## config.mk

```make
export PLATFORM = sky130hd
export DESIGN_NAME = btb_predictor
export DESIGN_NICKNAME = d
export VERILOG_FILES = /design/src/rtl/btb_predictor.sv
export SDC_FILE = /design/constraint.sdc
export NUM_CORES = 2
export LEC_CHECK = 0
export BUFFER_PORTS_ARGS = -buffer_cell sky130_fd_sc_hd__buf_2
export CAP_MARGIN = 20
export CORE_UTILIZATION = 60
export CTS_BUF_LIST = sky130_fd_sc_hd__clkbuf_16
export CTS_CLUSTER_SIZE = 8
export DETAILED_ROUTE_END_ITERATION = 8
export GPL_ROUTABILITY_DRIVEN = 0
export GPL_TIMING_DRIVEN = 1
export PLACE_DENSITY = 0.77
export SYNTH_ARGS = -nofsm -noshare
export SYNTH_HDL_FRONTEND = slang
export SYNTH_SLANG_ARGS = --single-unit
```

## constraint.sdc

```tcl
create_clock -name clk -period 18.2 [get_ports clk]
set_input_delay 3.64 -clock clk [delete_from_list [all_inputs] [get_ports clk]]
set_output_delay 3.64 -clock clk [all_outputs]
set_load 0.02 [all_outputs]
```

## src/rtl/btb_predictor.sv

```systemverilog
module btb_predictor #(
  parameter int ENTRIES = 32,
  parameter int PC_W    = 32
) (
  input  logic            clk,
  input  logic            rst_n,
  input  logic [PC_W-1:0] fetch_pc,
  output logic            guess_hit,
  output logic            guess_taken,
  output logic [PC_W-1:0] guess_target,
  input  logic            fix_valid,
  input  logic [PC_W-1:0] fix_pc,
  input  logic [PC_W-1:0] fix_target,
  input  logic            fix_taken
);
  localparam int IW = $clog2(ENTRIES);
  localparam int TW = PC_W - IW - 2;

  logic [ENTRIES-1:0] vld_q;
  logic [TW-1:0]      tag_q [ENTRIES];
  logic [PC_W-1:0]    tgt_q [ENTRIES];
  logic [1:0]         ctr_q [ENTRIES];

  wire [IW-1:0] f_idx = fetch_pc[IW+1:2];
  wire [TW-1:0] f_tag = fetch_pc[PC_W-1:IW+2];
  wire [IW-1:0] u_idx = fix_pc[IW+1:2];
  wire [TW-1:0] u_tag = fix_pc[PC_W-1:IW+2];

  assign guess_hit    = vld_q[f_idx] && (tag_q[f_idx] == f_tag);
  assign guess_taken  = guess_hit && ctr_q[f_idx][1];
  assign guess_target = guess_hit ? tgt_q[f_idx] : '0;

  wire u_hit = vld_q[u_idx] && (tag_q[u_idx] == u_tag);
  wire wr_en = fix_valid && (u_hit || fix_taken);

  logic [1:0] ctr_nxt;
  always_comb begin
    ctr_nxt = ctr_q[u_idx];
    if (!u_hit)
      ctr_nxt = 2'd2;
    else if (fix_taken)
      ctr_nxt = (ctr_q[u_idx] == 2'd3) ? 2'd3 : ctr_q[u_idx] + 2'd1;
    else
      ctr_nxt = (ctr_q[u_idx] == 2'd0) ? 2'd0 : ctr_q[u_idx] - 2'd1;
  end

  always_ff @(posedge clk) begin
    if (!rst_n) vld_q <= '0;
    else if (wr_en) vld_q[u_idx] <= 1'b1;
  end

  always_ff @(posedge clk) begin
    if (wr_en) begin
      tag_q[u_idx] <= u_tag;
      ctr_q[u_idx] <= ctr_nxt;
      if (fix_taken) tgt_q[u_idx] <= fix_target;
    end
  end

  assert_reset_clears_R1: assert property (@(posedge clk) disable iff (!rst_n)
    !$past(rst_n) |-> vld_q == '0);

  assert_taken_miss_alloc_R5: assert property (@(posedge clk) disable iff (!rst_n)
    (fix_valid && fix_taken && !u_hit) |=>
      (vld_q[$past(u_idx)] && ctr_q[$past(u_idx)] == 2'd2 &&
       tag_q[$past(u_idx)] == $past(u_tag) && tgt_q[$past(u_idx)] == $past(fix_target)));

  assert_nt_miss_keeps_R6: assert property (@(posedge clk) disable iff (!rst_n)
    (fix_valid && !fix_taken && !u_hit) |=>
      (vld_q == $past(vld_q) && tag_q[$past(u_idx)] == $past(tag_q[u_idx])));

  assert_ctr_up_R7: assert property (@(posedge clk) disable iff (!rst_n)
    (fix_valid && u_hit && fix_taken) |=>
      (ctr_q[$past(u_idx)] == 2'd3 || ctr_q[$past(u_idx)] == $past(ctr_q[u_idx]) + 2'd1));

  assert_ctr_down_R7: assert property (@(posedge clk) disable iff (!rst_n)
    (fix_valid && u_hit && !fix_taken) |=>
      (ctr_q[$past(u_idx)] == 2'd0 || ctr_q[$past(u_idx)] == $past(ctr_q[u_idx]) - 2'd1));

  assert_hysteresis_R8: assert property (@(posedge clk) disable iff (!rst_n)
    (fix_valid && u_hit && !fix_taken && ctr_q[u_idx] == 2'd3) |=> ctr_q[$past(u_idx)][1]);
endmodule

```

==> impl_metrics.ini <==
[clock_network]
cts_buffer_depth = 4
cts.reportedPaths.clkPinSlew_ns = 0.05
clkSinkCount = 1920
htreeDepth = 5
cts_setup_buffers = 0
clk_latency_ns = 0.91
cts_root_buf = clkbuf_16
ctsHoldBuffers = 0
numCtsBuffers = 290
cts_tree = built
ctsResizeCount = 0

[placement]
place_inst = 5643
portBuffers = 129
hpwlAfterDp_mm = 110

[cells_and_area]
area_growth_pct = 13.4
mostFrequentLayoutCells = edfxtp_1 (1,888), mux4_2 (614), mux2i_1 (459)
final_common_cell = edfxtp_1
drive_gt1_frac = 0.297
fillers = 7943
final_cells = 5980
fin_nets = 4268

[logic_synthesis]
netlist_instances = 3896
synth_area_per_cell_um2 = 20.7
synth_seq_cells = 1920
syn_area_mm2 = 0.0806
yosysSeqAreaShare = 0.711
yosys.cell_types.count = 43
synth_nets = 3996
yosysWarnings = 0

[pwr]
vdd_drop_max_v = 0.000120
switchingPower_w = 0.00212
power_w = 0.0101
p_leak_nw = 30.0
power_density_mw_per_mm2 = 110
swShare = 0.210
pwr-share-seq = 0.486
clock_power_share = 0.459
internal-power_w = 0.00797
p_comb_frac = 0.054

[timing]
rsz0062_at_grt = no
fin_skew_ns = 0.0610
maxSlewHeadroom = 0.213
finalHoldViolCount = 0
setup-violations-final = 0
max_freq_mhz = 78.9
final.min_clock_period_ns = 12.67
worst_pin_slew_ns = 1.18
final_max_slew_viol_count = 0
finalCritPeriodShare = 0.696
tns_ns = 0

[die]
rows = 134
die_area_mm2 = 0.136
core_area_mm2 = 0.133
start_util = 0.604
ios = 134
die_w_um = 369
die_h_um = 369

[routing]
met1Wirelength_mm = 79.5
wl_met2_mm = 112
initialDrtViolationCount = 7347
wl_per_cell_um = 38.7
wl_mm = 231
antenna_left = 0
wl_met3_mm = 27.4
top_layer = met5
drc = 0
firstDrtPassIters = 8
vias_per_cell = 7.52
num_vias = 45000

[min_path]
hp-class = reg2reg

[global_route]
grt_pass1_wl_mm = 327
track_usage = 0.344
grt_pass1_vias = 45600
grt_remaining_overflow = 0
antenna_found_initial = 15
grt_max_degree = 137

[job]
drv_cap = 0

[status]
status = finished, final reports clean

[setup_path]
crit_path_max_fanout = 87
end_kind = primary output
cp.arrival_ns = 9.03
path_class = in2out
crit_required_ns = 14.56
startpoint_type = input pin
==> through the flow <==
| step | utilization | hold WS [ns] | setup slack [ns] | cell area (um^2) |
|---|---|---|---|---|
| after detailed placement | 0.628 | 0.452 | 5.61 | 83800 |
| final | 0.685 | 0.468 | 5.53 | 91400 |
| after floorplan | - | 0.432 | 7.50 | 80600 |
| after global placement | 0.628 | 0.441 | 5.66 | 83800 |
| after global routing | 0.685 | 0.472 | 5.38 | 91400 |
| after CTS | 0.685 | 0.463 | 5.57 | 91400 |
==> layout make-up <==
cell class / count / area [um^2] / share of cell area
Timing Repair Buffer: 252 / 1670 / 0.0182
Clock inverter: 34 / 168 / 0.00183
Inverter: 4 / 15.0 / 0.000164
Clock buffer: 297 / 7430 / 0.0813
Sequential cell: 1920 / 57300 / 0.627
Multi-Input combinational cell: 1700 / 22600 / 0.247
Tap cell: 1768 / 2210 / 0.0242
Antenna cell: 5 / 12.5 / 0.000137
==> critical path, stage by stage <==
cell,delay (ns)
buf_8,0.59
buf_4,0.90
buf_4,0.96
mux4_2,0.44
mux4_2,0.49
mux2i_1,0.20
xnor2_1,0.09
nor4_1,0.19
buf_4,0.24
nand3_2,0.08
buf_4,0.27
nor4_1,0.39
buf_2,0.23
==> registers in the layout, indices dropped and copies added (netlist names) <==
name and flops:
vld_q 32, ctr_q 64, tgt_q 1024, tag_q 800
==> kinds of logic after synthesis <==
group	count (synthesis)	synth area share
XOR/XNOR	31	0.00337
AND/OR/NAND/NOR	326	0.0217
buffers and inverters	276	0.0148
AO/OA/AOI/OAI	270	0.0206
flip-flops	1920	0.711
multiplexers	1073	0.228
==> metal layers <==
metal / track usage / vias to the layer above
met5: 0 / -
met2: 0.548 / 3749
met1: 0.456 / 23300
met3: 0.0778 / 786
li1: - / 17100
met4: 0.160 / 14
==> synthesized netlist by cell type <==
library cell  count  area (um^2)
nor3_1           27          135
nor4_2            1         12.5
and3_1           16          100
nor4_1           89          557
buf_4             5         37.5
mux2i_1         459         4590
a22o_1            4         35.0
or3_1             1         6.26
nand3_1           9         45.0
and2_1            3         18.8
a31oi_1           2         12.5
nor4_4            1         21.3
nor2b_1           5         31.3
buf_1            48          180
mux4_2          614        13800
a21oi_1          16         80.1
a22oi_1           8         60.1
or4b_1            4         40.0
edfxtp_1       1888        56700
a21o_1            3         22.5
o21ai_0           5         25.0
o21ai_1          28          140
clkbuf_2          3         15.0
o21bai_1          1         7.51
nand4_1           8         50.1
nor2_1           49          184
or2_2             1         6.26
nand4bb_1         6         67.6
nand2_1          87          327
dfxtp_1          32          641
a41oi_2           1         16.3
o22ai_1         202         1260
nand4b_1          5         43.8
nand2b_1          2         12.5
xor2_1           12          105
xnor2_1          19          166
inv_1             4         15.0
or4_1             8         60.1
nor3b_1           1         7.51
and3b_1           1         8.76
buf_2           109          546
and4_1            2         17.5
clkbuf_1        107          402
==> power groups by stage <==
stage                     Clock (W)  Sequential (W)  Combinational, W
after floorplan                   0         0.00498          0.000345
after global placement            0         0.00498          0.000530
after detailed placement          0         0.00498          0.000536
after CTS                   0.00466         0.00490          0.000544
after global routing        0.00483         0.00490          0.000571
final                       0.00463         0.00490          0.000548
==> worst paths after layout <==
path,depth (start not counted),slack (ns),end,start
worst max-delay path,13,5.53,guess_target[18],fetch_pc[3]
worst max register to register,10,13.26,tag_q[25][11],tag_q[5][6]
worst min register to register,2,0.47,vld_q[11],vld_q[11]
worst min-delay path,2,0.47,vld_q[11],vld_q[11]
No activity file was read; power rests on OpenSTA's default activity.
